<file path="src/rtl/pwr_mode_pkg.sv">
package pwr_mode_pkg;

    typedef enum logic [2:0] {
        PS_FULL  = 3'd0,
        PS_DOZE  = 3'd1,
        PS_NAP   = 3'd2,
        PS_SLEEP = 3'd3,
        PS_WAKE  = 3'd4
    } pwr_state_e;

    localparam logic [1:0] SEL_DOZE  = 2'b00;
    localparam logic [1:0] SEL_NAP   = 2'b01;
    localparam logic [1:0] SEL_SLEEP = 2'b10;

    typedef struct packed {
        pwr_state_e st;
        logic       via_nap;
        logic       done;
    } pwr_regs_t;

    typedef struct packed {
        logic snoop;
        logic tbase;
        logic pll;
        logic stop;
    } aux_en_t;

endpackage

</file>
<file path="src/rtl/pwr_wake_sel.sv">
module pwr_wake_sel
    import pwr_mode_pkg::*;
(
    input  pwr_state_e st,
    input  logic       irq_ext,
    input  logic       irq_smi,
    input  logic       dec_exc,
    input  logic       mchk,
    input  logic       pll_locked,
    output logic       wake_ok
);

    logic async_evt;

    always_comb begin
        async_evt = irq_ext | irq_smi | mchk;
        unique case (st)
            PS_DOZE, PS_NAP: wake_ok = async_evt | dec_exc;
            PS_SLEEP:        wake_ok = async_evt & pll_locked;
            default:         wake_ok = 1'b0;
        endcase
    end

endmodule

</file>
<file path="src/rtl/pwr_wake_timer.sv">
module pwr_wake_timer #(
    parameter int LAT = 4
) (
    input  logic clk,
    input  logic rst_n,
    input  logic run,
    output logic expire
);

    localparam int CW = $clog2(LAT + 1);
    localparam logic [CW-1:0] LAST = CW'(LAT - 1);

    logic [CW-1:0] cnt_d, cnt_q;

    always_comb begin
        cnt_d  = '0;
        expire = 1'b0;
        if (run) begin
            if (cnt_q == LAST) begin
                expire = 1'b1;
            end else begin
                cnt_d = cnt_q + 1'b1;
            end
        end
    end

    always_ff @(posedge clk or negedge rst_n) begin
        if (!rst_n) cnt_q <= '0;
        else        cnt_q <= cnt_d;
    end

    // every recovery window starts counting from zero
    assert_window_starts_zero_R7: assert property (@(posedge clk) disable iff (!rst_n)
        $rose(run) |-> (cnt_q == '0));

    // the count stays inside the window
    assert_count_in_range_R7: assert property (@(posedge clk) disable iff (!rst_n)
        cnt_q <= LAST);

endmodule

</file>
<file path="src/rtl/pwr_unit_gate.sv">
module pwr_unit_gate #(
    parameter int NUM_UNITS = 4
) (
    input  logic                 full_on,
    input  logic                 dyn_pm_en,
    input  logic [NUM_UNITS-1:0] unit_idle,
    output logic [NUM_UNITS-1:0] unit_en
);

    for (genvar g = 0; g < NUM_UNITS; g++) begin : g_unit
        logic keep_on;
        always_comb begin
            keep_on    = ~dyn_pm_en | ~unit_idle[g];
            unit_en[g] = full_on & keep_on;
        end
    end

endmodule

</file>
<file path="src/rtl/pwr_mode_ctrl.sv">
module pwr_mode_ctrl
    import pwr_mode_pkg::*;
#(
    parameter int NUM_UNITS = 4,
    parameter int WAKE_LAT  = 4
) (
    input  logic                 clk,
    input  logic                 rst_n,
    input  logic                 save_en,
    input  logic [1:0]           mode_sel,
    input  logic                 dyn_pm_en,
    input  logic                 irq_ext,
    input  logic                 irq_smi,
    input  logic                 dec_exc,
    input  logic                 mchk,
    input  logic                 rst_req,
    input  logic                 snoop_grant,
    input  logic                 pll_locked,
    input  logic [NUM_UNITS-1:0] unit_idle,
    output logic [NUM_UNITS-1:0] unit_en,
    output logic                 snoop_en,
    output logic                 tbase_en,
    output logic                 pll_en,
    output logic                 clk_stop_req,
    output logic                 wake_done,
    output logic [2:0]           pwr_state
);

    pwr_regs_t r_d, r_q;
    logic      wake_ok;
    logic      expire;
    logic      in_wake;
    aux_en_t   aux;

    assign in_wake = (r_q.st == PS_WAKE);

    pwr_wake_sel u_wake_sel (
        .st         (r_q.st),
        .irq_ext    (irq_ext),
        .irq_smi    (irq_smi),
        .dec_exc    (dec_exc),
        .mchk       (mchk),
        .pll_locked (pll_locked),
        .wake_ok    (wake_ok)
    );

    pwr_wake_timer #(.LAT(WAKE_LAT)) u_timer (
        .clk    (clk),
        .rst_n  (rst_n),
        .run    (in_wake),
        .expire (expire)
    );

    pwr_unit_gate #(.NUM_UNITS(NUM_UNITS)) u_gate (
        .full_on   (r_q.st == PS_FULL),
        .dyn_pm_en (dyn_pm_en),
        .unit_idle (unit_idle),
        .unit_en   (unit_en)
    );

    always_comb begin
        r_d      = r_q;
        r_d.done = 1'b0;
        if (rst_req) begin
            r_d.st      = PS_FULL;
            r_d.via_nap = 1'b0;
        end else begin
            unique case (r_q.st)
                PS_FULL: begin
                    r_d.via_nap = 1'b0;
                    if (save_en) begin
                        case (mode_sel)
                            SEL_DOZE:  r_d.st = PS_DOZE;
                            SEL_NAP:   r_d.st = PS_NAP;
                            SEL_SLEEP: r_d.st = PS_SLEEP;
                            default:   r_d.st = PS_FULL;
                        endcase
                    end
                end
                PS_DOZE: begin
                    if (wake_ok) begin
                        r_d.st      = PS_WAKE;
                        r_d.via_nap = 1'b0;
                    end else if (r_q.via_nap && snoop_grant) begin
                        r_d.st      = PS_NAP;
                        r_d.via_nap = 1'b0;
                    end
                end
                PS_NAP: begin
                    if (wake_ok) begin
                        r_d.st = PS_WAKE;
                    end else if (!snoop_grant) begin
                        r_d.st      = PS_DOZE;
                        r_d.via_nap = 1'b1;
                    end
                end
                PS_SLEEP: begin
                    if (wake_ok) r_d.st = PS_WAKE;
                end
                PS_WAKE: begin
                    if (expire) begin
                        r_d.st   = PS_FULL;
                        r_d.done = 1'b1;
                    end
                end
                default: begin
                    r_d.st      = PS_FULL;
                    r_d.via_nap = 1'b0;
                end
            endcase
        end
    end

    always_ff @(posedge clk or negedge rst_n) begin
        if (!rst_n) begin
            r_q.st      <= PS_FULL;
            r_q.via_nap <= 1'b0;
            r_q.done    <= 1'b0;
        end else begin
            r_q <= r_d;
        end
    end

    always_comb begin
        unique case (r_q.st)
            PS_NAP:   aux = '{snoop: 1'b0, tbase: 1'b1, pll: 1'b1, stop: 1'b0};
            PS_SLEEP: aux = '{snoop: 1'b0, tbase: 1'b0, pll: 1'b0, stop: 1'b1};
            default:  aux = '{snoop: 1'b1, tbase: 1'b1, pll: 1'b1, stop: 1'b0};
        endcase
    end

    assign snoop_en     = aux.snoop;
    assign tbase_en     = aux.tbase;
    assign pll_en       = aux.pll;
    assign clk_stop_req = aux.stop;
    assign wake_done    = r_q.done;
    assign pwr_state    = r_q.st;

    // a reset request always lands in full power without a completion pulse
    assert_reset_to_full_R1: assert property (@(posedge clk) disable iff (!rst_n)
        rst_req |=> (pwr_state == 3'd0) && !wake_done);

    // without save_en the block stays in full power
    assert_hold_full_R2: assert property (@(posedge clk) disable iff (!rst_n)
        (pwr_state == 3'd0 && !save_en && !rst_req) |=> (pwr_state == 3'd0));

    // units are gated off in every non-full state
    assert_units_off_R4: assert property (@(posedge clk) disable iff (!rst_n)
        (pwr_state != 3'd0) |-> (unit_en == '0));

    // the completion pulse only follows recovery
    assert_done_after_wake_R7: assert property (@(posedge clk) disable iff (!rst_n)
        wake_done |-> ($past(pwr_state) == 3'd4) && (pwr_state == 3'd0));

    // grant withdrawal in nap falls back to doze
    assert_nap_fallback_R8: assert property (@(posedge clk) disable iff (!rst_n)
        (pwr_state == 3'd2 && !snoop_grant && !irq_ext && !irq_smi && !dec_exc
         && !mchk && !rst_req) |=> (pwr_state == 3'd1));

    // no exit from sleep while unlocked
    assert_sleep_lock_R9: assert property (@(posedge clk) disable iff (!rst_n)
        (pwr_state == 3'd3 && !pll_locked && !rst_req) |=> (pwr_state == 3'd3));

    // clock stop is requested in sleep only, with the PLL enable dropped
    assert_stop_only_sleep_R9: assert property (@(posedge clk) disable iff (!rst_n)
        clk_stop_req |-> (pwr_state == 3'd3) && !pll_en && !tbase_en);

endmodule

</file>
<file path="config.mk">
export PLATFORM = sky130hd
export DESIGN_NAME = pwr_mode_ctrl
export DESIGN_NICKNAME = d
export VERILOG_FILES = /design/src/rtl/pwr_mode_pkg.sv /design/src/rtl/pwr_wake_sel.sv /design/src/rtl/pwr_wake_timer.sv /design/src/rtl/pwr_unit_gate.sv /design/src/rtl/pwr_mode_ctrl.sv
export SDC_FILE = /design/constraint.sdc
export NUM_CORES = 1
export LEC_CHECK = 0
export ABC_AREA = 1
export BUFFER_PORTS_ARGS = -buffer_cell sky130_fd_sc_hd__buf_2
export CELL_PAD_IN_SITES_DETAIL_PLACEMENT = 0
export CELL_PAD_IN_SITES_GLOBAL_PLACEMENT = 1
export CORE_MARGIN = 5
export CORE_UTILIZATION = 28
export CTS_CLUSTER_SIZE = 8
export DETAILED_ROUTE_END_ITERATION = 10
export PLACE_DENSITY = 0.77
export SYNTH_ARGS = -nofsm -noshare
export SYNTH_HDL_FRONTEND = slang
export SYNTH_SLANG_ARGS = --single-unit
</file>
<file path="constraint.sdc">
create_clock -name clk -period 1.33 [get_ports clk]
set_input_delay 0.133 -clock clk [delete_from_list [all_inputs] [get_ports clk]]
set_output_delay 0.133 -clock clk [all_outputs]
set_load 0.02 [all_outputs]
</file>
* Yosys cells after proc, flatten, opt, wreduce, memory -nomap -nowiden *
Index checks and enable logic that the tools add are counted.
W data, S select, Z words.

storage, ports and cells
  flip-flop bits (word level) = 8
  bits of input ports = 17
  logic and storage cells = 65

operators by class
  add/subtract/negate cells = 1
  equality and inequality tests = 15
  mux-type cells = 21
  bitwise gates (word level) = 17
  reduce and logical (&&, ||, !) cells = 7

operators by type and width
  cell                   number
  $mux W3                6
  $mux W4                4
  $pmux W3 S5            1
  $ne A3 B3 Y1 const B   4
  $eq A3 B2 Y1 const B   3
  $ne A4 B3 Y1 const B   2
  $pmux W4 S2            1
  $or A1 B1 Y1           7
  $mux W1                6
  $pmux W2 S3            1
  $and A1 B1 Y1          5
  $not A1 Y1             5
  $reduce_and A5 Y1      1
  $reduce_and A4 Y1      1
  $reduce_or A2 Y1       2
  $add A3 B1 Y3 const B  1
  $eq A3 B1 Y1 const B   1
  $eq A3 B3 Y1 const B   1
  $logic_not A3 Y1       1
  $ne A3 B2 Y1 const B   1
  $pmux W1 S3            1
  $eq A2 B1 Y1 const B   1
  $eq A2 B2 Y1 const B   1
  $logic_not A2 Y1       1
  3 further kinds        3

* Depth between registers and ports, before layout *
Gate-level depths: netlist of the first run.

  depth in word-level cells = 7
  gate-level depth with buffers = 10

* By module *
Synthesis of the first run repeated with hierarchy kept, for this count alone.

unflattened totals
  cells, all modules = 113
  area total of the unflattened synthesis = 713.2 µm²

modules (own cells, without submodules)
  module          instances  cells an instance  area each (µm²)  sequential area each (µm²)
  pwr_mode_ctrl   1          76                 484.2            125.1
  pwr_wake_timer  1          17                 138.9            75.1
  pwr_wake_sel    1          15                 66.3             0.0
  pwr_unit_gate   1          5                  23.8             0.0

* Worst setup path before layout of the first run *
No wires, ideal clock.

  path kind = flip-flop to flip-flop
  from = register pwr_state[2] (netlist name)
  to = register pwr_state[2] (netlist name)
  library setup time = 0.117 ns
  arrival = 1.307 ns
  data required time = 1.213 ns
  path slack = -0.094 ns
  cell stages (with the launch flop) = 9
  buffers on the path = 0
  clock period less this slack = 1.424 ns
  cells stage by stage = dfrtp_1 > inv_2 > nand3_1 > nor2_1 > nand3_2 > nand2_2 > nor2_2 > nand3_1 > nand2_1

on the way
  word-level cells in the longest chain between the ends = 6
  elaborated cells between the ends (all ways) = 18
  classes of those cells = eq/ne (9); mux (6); reduce/logical (3)

RTL lines
  item                                          RTL line                                  RTL
  $eq A3 B1 Y1 or $eq A3 B2 Y1 (tied branches)  pwr_wake_sel.sv:17, pwr_mode_ctrl.sv:68
  $reduce_or A2 Y1                              pwr_wake_sel.sv:17                        unique case (st)
  $pmux W1 S2                                   pwr_wake_sel.sv:17
  $mux W3 or $mux W4 (tied branches)            pwr_mode_ctrl.sv:90, pwr_mode_ctrl.sv:81
  $pmux W3 S5                                   pwr_mode_ctrl.sv:68                       unique case (r_q.st)
  $mux W4                                       pwr_mode_ctrl.sv:64                       if (rst_req) begin

Several ways; a longest one is shown, not always the timed one.
A chain may end at the register's enable or synchronous reset.

* Final worst setup path of the first run *
  from = register pwr_state[0] (netlist name)
  to = output unit_en[1]

on the way
  word-level cells in the longest chain between the ends = 2

RTL lines
  item              RTL line             RTL
  $logic_not A3 Y1  pwr_mode_ctrl.sv:55  .full_on (r_q.st == PS_FULL),
  $and A1 B1 Y1     pwr_unit_gate.sv:14  unit_en[g] = full_on & keep_on;
  to (decl)         pwr_mode_ctrl.sv:20  output logic [NUM_UNITS-1:0] unit_en,

No other way between the ends.

==> key figures, run 1 <==
Outcome
  • Status: finished, violations left
  • Failing checks: negative setup slack

Placed design
  • Placed Area: 922 µm²
  • RD Place Congestion: approximately 0.86
  • HPWL after DPL: 1.42 mm
  • Port Buffers: 28
  • Cells after DPL: 158

Clock network
  • H-tree levels: 1
  • Clock Latency Late Sink: 0.25 ns
  • Clock transition at path regs: 0.06 ns
  • Clk buf depth: 2
  • Root buf cell: clkbuf_4
  • CTS Sinks: 8
  • CTS Buf Count: 3
  • TritonCTS clock tree: done

Setup path
  • Stages on the worst setup path: 4
  • CP Max Fanout: 6
  • CP top delay family: flip-flops
  • Crit path buf inv count: 1
  • CP Data Required Time: about 1.2 ns
  • WP data arrival: 1.25 ns
  • CP max stage cell: dfrtp_2
  • Crit Path Category: reg -> out
  • Max incr delay on CP: 0.46 ns
  • Startpoint Class: register
  • Reg2Reg Depth: 9
  • CP cell instances: nor2_4 -> nand2_4 -> a21oi_2 -> buf_4
  • Crit end category: output port

Die
  • # rows: 17
  • Ports: 29
  • Die height: 59.1 µm
  • Core Footprint: approximately 2300 µm²
  • Die ar.: ~3500 µm²
  • Initial core utilization: 0.299
  • Die outline width: ~59 µm

Timing
  • Final WS setup: -0.0507 ns
  • Max-slew headroom: 0.859
  • Max Clock Skew: 0.00668 ns
  • Final period utilization: 1.04
  • Final Hold Viols: 0
  • Hold_ws: 0.231 ns
  • Slew Limit Fails: 0
  • Unrepaired setup endpoints after global routing: yes
  • Worst slew pin tran: between 0.2 and 0.25 ns
  • Fmax: 724 MHz
  • Post-layout min period: 1.38 ns
  • # setup viols final: 9

Synth
  • Area contributors post-synth: dfrtp_1 30%, nand2_1 7.8%, nor2_1 7.8%
  • Syn Area/Cell: 7.10 µm²
  • Netlist cell types: 20
  • Top cell type's share of synthesized area: 0.297
  • Cell type with the largest total area after synthesis: dfrtp_1
  • Post-Syn Nets: approximately 120
  • Post-synthesis sequential area ratio: 0.297
  • Cell count after synthesis: 95
  • Netlist Area Pre-Place: 674 µm²
  • Ys Warns: 0
  • FF+latch count, synth: 8

Drt
  • ANT nets after route: 0
  • Router iterations before antenna repair: 5
  • Via/cell ratio: 4.57
  • Via count: 758
  • Total Wirelength: 1.84 mm
  • 1st-iter DRT viols: 19
  • WL/cell: 11.1 µm
  • DRC Markers: 0

GRT
  • Vias in the first global route: 761
  • Grt total ovfl: 0
  • All-Layer GR Usage: 0.111
  • Maximum number of pins on one net before global-route repair: 11
  • Initial antenna violation count: 0
  • First-pass GRT wire length: approximately 3 mm

Final layout
  • Area Overhead vs Synth: 60.3%
  • Design area: 1080 µm²
  • Layout net count: 160
  • Diodes inserted: 0
  • Layout cells sized above 1: 0.522
  • Final std cells w/o fill: 166

Pwr
  • PwrDens: 2250 nW/µm²
  • Leakage: 0.000565 µW
  • Peak VDD IR: around 1.4 mV

Job
  • Maxcap violations: 0

Hold path
  • Worst hold path depth: 2
  • Min-Delay Path Class: in -> reg
==> repair_timing <==
item,4_1_cts,5_1_grt
pin swaps,1,2
setup endpoints to repair,9,11
gates resized for setup,15,12
hold buffers,1,0
buffers inserted,2,1
endpoints found under the hold margin,8,0
==> path summary, 6_finish.rpt <==
check | startpoint | to | slack [ns]
max in group asynchronous | rst_n | pwr_state[0] | 0.91
min in group asynchronous | rst_n | pwr_state[2] | 0.24
min reg2reg | u_timer.cnt_q[0] | u_timer.cnt_q[0] | 0.43
max reg2reg | pwr_state[0] | pwr_state[2] | -0.04
min | rst_req | wake_done | 0.23
max | pwr_state[0] | unit_en[1] | -0.05
==> logic make-up (layout without fill, tap and decap cells) <==
| kind of cell | count (synthesis) | after routing | synth area share |
|---|---|---|---|
| buf+inv | 18 | 61 | 0.122 |
| flops | 8 | 8 | 0.297 |
| compound gates | 12 | 12 | 0.0946 |
| fa+ha+maj | 4 | 4 | 0.0742 |
| simple gates | 53 | 53 | 0.412 |
==> cells in the mapped netlist, drive strengths merged <==
cell,number
nor3,2
ha,4
buf,4
inv,13
o21ai,2
nand3b,1
nand3,12
nand4,3
a21oi,10
nand2,18
nor2,17
dfrtp,8
clkbuf,1
==> sequential cells by signal, summed over array words and instances (netlist names) <==
| name | flops |
|---|---|
| pwr_state | 3 |
| r_q | 1 |
| wake_done | 1 |
| u_timer.cnt_q | 3 |
==> metal layers <==
layer | global-route usage | vias to the layer above | routed length [µm]
li1 | - | 390 | -
met1 | 0.136 | 339 | 804
met5 | 0 | - | 0
met3 | 0.00654 | 0 | 165
met2 | 0.191 | 29 | 870
met4 | 0.0615 | 0 | 0
==> metrics by stage <==
stage | total power [µW] | setup TNS (ns) | setup WS, ns | utilization
3_5_place_dp | 1830 | -0.187 | -0.0595 | 0.409
6_report | 2430 | -0.335 | -0.0507 | 0.479
4_1_cts | 2270 | -0.365 | -0.0586 | 0.453
5_1_grt | 2640 | -1.09 | -0.124 | 0.479
3_3_place_gp | 1820 | -0.192 | -0.0701 | 0.409
2_1_floorplan | 1340 | 0 | 0.00364 | -
==> cells in the final DEF (no fill, tap or decap), types with 2 or more instances in the layout <==
master / count
inv_1: 12
dfrtp_2: 2
nor2_4: 3
dfrtp_1: 6
nand2_1: 12
buf_2: 21
nand2_2: 3
nand3_2: 3
a21oi_2: 5
nand4_1: 3
nand3_1: 7
buf_4: 17
clkbuf_4: 3
nor2_1: 12
ha_1: 4
nand3_4: 2
nor3_1: 2
buf_6: 5
nand2_4: 3
nor2_2: 2
a21oi_1: 4
==> power by group <==
part           internal [µW]  switching, µW
Clock                    115           82.5
Combinational            824            999
Sequential               314           99.4
Total                   1250           1180
==> cell type report <==
type | count | area [µm²]
tap | 28 | 35.0
timing repair buffer | 44 | 299
multi-input combinational | 69 | 469
fill | 248 | 1170
clock buffer | 4 | 26.3
sequential | 8 | 203
inverter | 13 | 48.8
No activity file was read; power rests on OpenSTA's default activity.
==> run 2, diff against run 1 <==
CORE_MARGIN = 2   (was 5)
==> run 2 against run 1 <==
Effect of this change: the run still ends with negative setup slack left; sequential share of layout area fell by 1.6 points; wire length rose by 9.0%; largest cell class unchanged; total power rose by 15%; global-route usage rose by 3.5 points; maximum frequency fell by 4.2%; register-to-register slack got worse by 0.07 ns.
==> key figures, run 2 (synthesis results as in run 1) <==
Timing
  • Max-slew headroom: 0.854 (was 0.859)
  • Slew Limit Fails: 0 (unchanged)
  • Worst slew pin tran: 0.218 ns (was 0.211 ns)
  • Post-layout min period: 1.44 ns (was 1.38 ns)
  • Final WS setup: -0.111 ns (was -0.0507 ns)
  • Hold_ws: 0.236 ns (was 0.231 ns)
  • Fmax: 694 MHz (was 724 MHz)
  • # setup viols final: 10 (was 9)
  • Unrepaired setup endpoints after global routing: yes (unchanged)
  • Max Clock Skew: 0.00318 ns (was 0.00668 ns)
  • Final period utilization: 1.08 (was 1.04)
  • Final Hold Viols: 0 (unchanged)

Setup path
  • CP max stage cell: dfrtp_2 (unchanged)
  • Max incr delay on CP: 0.43 ns (was 0.46 ns)
  • Crit Path Category: reg -> reg (was reg -> out)
  • CP cell instances: buf_6 -> nor2_2 -> nand2_2 -> nand2_2 -> nand2_4 -> nand3_4 -> nor2_4 -> nor2_4 -> nand3_1 -> nand2_1 (was nor2_4 -> nand2_4 -> a21oi_2 -> buf_4)
  • WP data arrival: 1.62 ns (was 1.25 ns)
  • Reg2Reg Depth: 10 (was 9)
  • Crit Reg-Reg Endpoint: pwr_state[2] (unchanged)
  • RR Startpoint: pwr_state[1] (was pwr_state[0])
  • Startpoint Class: register (unchanged)
  • CP Max Fanout: 6 (unchanged)
  • R2R Setup Slk: -0.11 ns (was -0.04 ns)
  • Crit end category: register (was output port)
  • CP Data Required Time: 1.51 ns (was 1.20 ns)

Drt
  • Via count: 804 (was 758)
  • ANT nets after route: 0 (unchanged)
  • Router iterations before antenna repair: 4 (was 5)
  • 1st-iter DRT viols: 20 (was 19)
  • Via/cell ratio: 4.73 (was 4.57)
  • DRC Markers: 0 (unchanged)
  • WL/cell: 11.8 µm (was 11.1 µm)
  • Total Wirelength: 2.01 mm (was 1.84 mm)

Final layout
  • Layout cells sized above 1: 0.577 (was 0.522)
  • Area Overhead vs Synth: 75.1% (was 60.3%)
  • Final std cells w/o fill: 170 (was 166)
  • Commonest non-fill, non-tap cell in the layout: buf_2 (unchanged)
  • Final design utilization: 0.524 (was 0.479)
  • Diodes inserted: 0 (unchanged)
  • Fill count: 232 (was 248)
  • Most frequent cells in the layout: 21 x buf_2, 14 x buf_6, 12 x buf_4, 11 x nand2_1, 11 x nor2_1 (was 21 x buf_2, 17 x buf_4, 12 x nand2_1, 12 x inv_1, 12 x nor2_1)
  • Layout net count: 164 (was 160)

Clock network
  • Clock transition at path regs: 0.05 ns (was 0.06 ns)
  • CTS Sinks: 8 (unchanged)
  • Root buf cell: clkbuf_4 (unchanged)
  • TritonCTS clock tree: done (unchanged)
  • H-tree levels: 1 (unchanged)
  • CTS Buf Count: 3 (unchanged)
  • Clk buf depth: 2 (unchanged)
  • Clock Latency Late Sink: 0.24 ns (was 0.25 ns)

Pwr
  • Reg power frac: 0.136 (was 0.170)
  • Comb power frac: 0.796 (was 0.749)
  • Leakage: 0.000598 µW (was 0.000565 µW)
  • Internal power: 1490 µW (was 1250 µW)
  • Switching Power: 1310 µW (was 1180 µW)
  • Peak VDD IR: 1.53 mV (was 1.42 mV)
  • Switch share: 0.469 (was 0.485)
  • PwrDens: 2370 nW/µm² (was 2250 nW/µm²)
  • Clock power frac: 0.068 (was 0.081)

Die
  • Initial core utilization: 0.299 (unchanged)
  • Die outline width: 53.1 µm (was 59.1 µm)
  • # rows: 17 (unchanged)
  • Die height: 53.1 µm (was 59.1 µm)
  • Die ar.: 2820 µm² (was 3490 µm²)
  • Core Footprint: 2250 µm² (unchanged)
  • Ports: 29 (unchanged)

GRT
  • All-Layer GR Usage: 0.146 (was 0.111)
  • Maximum number of pins on one net before global-route repair: 11 (unchanged)
  • Initial antenna violation count: 0 (unchanged)
  • Vias in the first global route: 716 (was 761)
  • Grt total ovfl: 0 (unchanged)
  • First-pass GRT wire length: 3.02 mm (about the same)

Placed design
  • HPWL after DPL: 1.33 mm (was 1.42 mm)
  • RD Place Congestion: 0.821 (was 0.863)
  • Cells after DPL: 156 (was 158)
  • Pre-CTS setup slack: -0.0503 ns (was -0.0595 ns)
  • Port Buffers: 28 (unchanged)

Outcome
  • Status: finished, violations left (unchanged)
  • Failing checks: negative setup slack (unchanged)

Hold path
  • Hold endpoint: wake_done (unchanged)
  • Worst hold path depth: 2 (unchanged)
  • Min-Delay Path Class: in -> reg (unchanged)
  • Hold Crit Start: rst_req (unchanged)

Job
  • Maxcap violations: 0 (unchanged)
-- run 2: cell types whose count changed in the layout (fill, tap and decap cells not counted), moves of 2 or more --
cell,previous run,this run
inv_1,12,10
inv_2,1,3
buf_6,5,14
nand3_4,2,4
buf_4,17,12
nand3_1,7,4
-- run 2: worst max-delay path by stage --
stage,start,end,cells after the start
finish,pwr_state[1],pwr_state[2],10
global route,pwr_state[2],pwr_state[1],10
CTS,pwr_state[2],pwr_state[1],10
detailed placement,pwr_state[1],pwr_state[1],8
global placement,pwr_state[1],pwr_state[2],8
floorplan,pwr_state[2],pwr_state[2],8
-- run 2: stage by stage --
stage / TNS, ns / power [µW] / area [µm²]
floorplan: 0 / 1340 / 691
global route: -1.38 / 2990 / 1180
CTS: -0.625 / 2640 / 1140
global placement: -0.294 / 1820 / 907
detailed placement: -0.205 / 1830 / 907
finish: -0.653 / 2800 / 1180
-- run 2: worst max-delay path: cells and delay by family (launching register included) --
kind / cells / cell delay, ns
buffers and inverters: 1 / 0.14
and+or+nand+nor: 9 / 0.80
DFF: 1 / 0.43
-- run 2: cell type report --
class | count | area [µm²] | share of cell area
clock buffer | 4 | 26.3 | 0.0222
sequential | 8 | 203 | 0.172
inverter | 13 | 48.8 | 0.0413
timing repair buffer | 48 | 363 | 0.307
tap | 28 | 35.0 | 0.0297
multi-input combinational | 69 | 505 | 0.428
-- run 2: repair_timing --
action | CTS | global route
gates resized for setup | 34 | 11
hold buffers | 1 | 0
endpoints found under the setup margin | 10 | 12
pin swaps | 16 | 11
hold endpoints to repair | 8 | 0
setup buffers | 9 | 0
-- run 2: metal layers --
layer / wire, µm / track usage / vias to the layer above
li1: - / - / 399
met1: 797 / 0.175 / 364
met2: 1070 / 0.273 / 41
met3: 140 / 0.0141 / 0
met4: 0 / 0.0385 / 0
met5: 0 / 0 / -
-- run 2: power by group through the flow --
stage	registers [µW]	logic (µW)	clock network (µW)
2_1_floorplan	407	932	0
3_5_place_dp	412	1420	0
6_report	380	2230	190
3_3_place_gp	403	1420	0
5_1_grt	385	2380	222
4_1_cts	375	2060	200
==> run 3, diff against run 2 <==
ABC_AREA = not set   (was 1)
CORE_UTILIZATION = 29   (was 28)
==> run 3 against run 2 <==
Effect of this change: the run still ends with negative setup slack left; die area is 10% lower; utilization shrank 1.4 points; register-to-register slack worse by 0.07 ns; clock skew is 0.0048 ns higher; synthesized area fell by 7.6%; global-route usage decreased by 0.75 points; flip-flop and latch count did not move; via count decreased by 17%; wire length fell by 16%; critical path depth down 7; worst hold slack worse by 0.021 ns; maximum frequency down 8.2%; highest routed layer is now met4.
==> key figures, run 3 <==
Pwr
  • Peak VDD IR: 0.599 mV (was 1.53 mV)
  • Leakage: 0.000494 µW (was 0.000598 µW)
  • Design Power: 1180 µW (was 2800 µW)
  • PwrDens: 1160 nW/µm² (was 2370 nW/µm²)

Setup path
  • Crit end category: output port (was register)
  • CP max stage cell: dfrtp_2 (unchanged)
  • WP data arrival: 1.44 ns (was 1.62 ns)
  • Max incr delay on CP: 0.46 ns (was 0.43 ns)
  • CP Data Required Time: 1.20 ns (was 1.51 ns)
  • CP top delay family: flip-flops (was simple AND/OR/NAND/NOR gates)
  • Critical Path Start: pwr_state[2] (was pwr_state[1])
  • CP Max Fanout: 8 (was 6)
  • Crit Path Category: reg -> out (was reg -> reg)
  • CP cell instances: or3_4 -> a21oi_2 -> buf_4 (was buf_6 -> nor2_2 -> nand2_2 -> nand2_2 -> nand2_4 -> nand3_4 -> nor2_4 -> nor2_4 -> nand3_1 -> nand2_1)
  • RR Startpoint: pwr_state[2] (was pwr_state[1])
  • Crit path buf inv count: 1 (unchanged)
  • Startpoint Class: register (unchanged)
  • Crit Reg-Reg Endpoint: pwr_state[2] (unchanged)
  • Reg2Reg Depth: 4 (was 10)
  • R2R Setup Slk: -0.18 ns (was -0.11 ns)

Outcome
  • Failing checks: negative setup slack (unchanged)
  • Status: finished, violations left (unchanged)

Placed design
  • Placed Area: 878 µm² (was 907 µm²)
  • HPWL after DPL: 1.23 mm (was 1.33 mm)
  • RD Place Congestion: 0.831 (was 0.821)
  • Port Buffers: 28 (unchanged)

Synth
  • Post-synth EDFFs: 0 (unchanged)
  • Area contributors post-synth: dfrtp_1 32%, ha_1 8.0%, buf_4 7.2% (was dfrtp_1 30%, nand2_1 7.8%, nor2_1 7.8%)
  • Post-synth top cells: 8 x dfrtp_1, 7 x a21oi_1, 6 x buf_4, 6 x nor2_1, 5 x nand2_1 (was 14 x nand2_1, 14 x nor2_1, 12 x inv_1, 10 x a21oi_1)
  • FF+latch count, synth: 8 (unchanged)
  • Synth async-reset ratio: 1.00 (unchanged)
  • Cell count after synthesis: 68 (was 95)
  • Netlist Area Pre-Place: 623 µm² (was 674 µm²)
  • Post-synth top flop: dfrtp_1 (unchanged)
  • Post-Syn Nets: 89 (was 116)
  • Netlist cell types: 30 (was 20)
  • Post-synthesis sequential area ratio: 0.321 (was 0.297)
  • Cell with the most instances after synthesis: dfrtp_1
  • Ys Warns: 0 (unchanged)
  • Syn Area/Cell: 9.16 µm² (was 7.10 µm²)
  • Cell type with the largest total area after synthesis: dfrtp_1 (unchanged)
  • Top cell type's share of synthesized area: 0.321 (was 0.297)

Drt
  • Via/cell ratio: 4.81 (was 4.73)
  • Via count: 668 (was 804)
  • ANT nets after route: 0 (unchanged)
  • DRC Markers: 0 (unchanged)
  • WL/cell: 12.1 µm (was 11.8 µm)
  • Total Wirelength: 1.69 mm (was 2.01 mm)
  • Router iterations before antenna repair: 3 (was 4)
  • 1st-iter DRT viols: 13 (was 20)

Final layout
  • Layout cells sized above 1: 0.607 (was 0.577)
  • Layout net count: 135 (was 164)
  • Diodes inserted: 0 (unchanged)
  • Design area: 1020 µm² (was 1180 µm²)
  • Area Overhead vs Synth: 63.7% (was 75.1%)
  • Commonest non-fill, non-tap cell in the layout: buf_2 (unchanged)
  • Final design utilization: 0.509 (was 0.524)
  • Most frequent cells in the layout: 23 x buf_2, 21 x buf_4, 7 x dfrtp_1, 5 x nand2_1, 5 x nor2_1 (was 21 x buf_2, 14 x buf_6, 12 x buf_4, 11 x nand2_1, 11 x nor2_1)

Timing
  • Unrepaired setup endpoints after global routing: yes (unchanged)
  • Worst slew pin tran: 0.389 ns (was 0.218 ns)
  • Final Hold Viols: 0 (unchanged)
  • Post-layout min period: 1.57 ns (was 1.44 ns)
  • Slew Limit Fails: 0 (unchanged)
  • Final period utilization: 1.18 (was 1.08)
  • # setup viols final: 11 (was 10)
  • Fmax: 637 MHz (was 694 MHz)
  • Max-slew headroom: 0.734 (was 0.854)
  • Max Clock Skew: 0.00795 ns (was 0.00318 ns)
  • Final WS setup: -0.240 ns (was -0.111 ns)
  • Setup TNS: -1.70 ns (was -0.653 ns)

Clock network
  • Root buf cell: clkbuf_4 (unchanged)
  • CTS Sinks: 8 (unchanged)
  • H-tree levels: 1 (unchanged)
  • Clock transition at path regs: 0.06 ns (was 0.05 ns)
  • Clock Latency Late Sink: 0.26 ns (was 0.24 ns)
  • CTS Buf Count: 3 (unchanged)
  • Clk buf depth: 2 (unchanged)
  • TritonCTS clock tree: done (unchanged)

GRT
  • Initial antenna violation count: 0 (unchanged)
  • Maximum number of pins on one net before global-route repair: 10 (was 11)
  • First-pass GRT wire length: 2.67 mm (was 3.02 mm)
  • Vias in the first global route: 657 (was 716)
  • Grt total ovfl: 0 (unchanged)
  • All-Layer GR Usage: 0.138 (was 0.146)

Hold path
  • Worst hold path depth: 3 (was 2)
  • Hold Crit Start: rst_req (unchanged)
  • Min-Delay Path Class: in -> reg (unchanged)
  • Hold endpoint: r_q[1] (was wake_done)

Job
  • Maxcap violations: 0 (unchanged)

Die
  • Initial core utilization: 0.311 (was 0.299)
  • # rows: 16 (was 17)
  • Die ar.: 2540 µm² (was 2820 µm²)
  • Core Footprint: 2000 µm² (was 2250 µm²)
  • Ports: 29 (unchanged)
  • Die outline width: 50.4 µm (was 53.1 µm)
  • Die height: 50.4 µm (was 53.1 µm)
## run 3: through the flow
step           setup slack, ns  cells  hold WS (ns)
2_1_floorplan           -0.108     68        -0.163
3_3_place_gp            -0.139    131       -0.0216
3_5_place_dp            -0.200    131       -0.0196
4_1_cts                 -0.239    138         0.218
5_1_grt                 -0.293    139         0.225
6_report                -0.240    139         0.215
## run 3: worst max-delay path by stage
stage	cells past startpoint	to	slack, ns
after floorplan	3	unit_en[0]	-0.11
after global placement	5	pwr_state[2]	-0.14
after detailed placement	4	pwr_state[2]	-0.20
after CTS	4	unit_en[2]	-0.24
after global routing	4	unit_en[2]	-0.29
final	3	unit_en[2]	-0.24
## run 3: logic make-up after synthesis
logic type                 share of synthesized area
and+or+nand+nor                                0.269
AOI/OAI and AO/OA                              0.169
buffers and inverters                          0.108
DFF                                            0.321
adders and majority gates                     0.0803
muxes                                         0.0522
## run 3: area by class of cell
class / count / area, µm²
Multi-Input combinational cell: 49 / 430
Sequential cell: 8 / 201
Fill cell: 204 / 982
Clock buffer: 3 / 22.5
Timing Repair Buffer: 48 / 317
Inverter: 4 / 15.0
Tap cell: 27 / 33.8
## run 3: what timing repair did
action / CTS / global route
hold buffers: 1 / 0
pin swaps: 6 / 1
endpoints found under the setup margin: 12 / 15
buffers inserted: 3 / 1
cloned: 0 / 0
gates resized for setup: 17 / 3
endpoints found under the hold margin: 8 / 0
## run 3: power by group
group	switching, µW	total, µW	internal (µW)
clock network	82.7	186	103
registers	35.5	305	269
logic	334	691	356
## run 3: tightest hold or removal path: stages
cell and delay (ns):
buf_2 0.14, buf_4 0.13, a221oi_2 0.03
## run 3: per-layer routing
layer / wire [µm] / vias up / share of wire / global-route usage
met4: 9 / 0 / 0.0053 / 0.0405
met3: 125 / 3 / 0.074 / 0.0417
li1: - / 334 / - / -
met5: 0 / - / 0 / 0
met1: 688 / 306 / 0.41 / 0.157
met2: 864 / 25 / 0.51 / 0.248
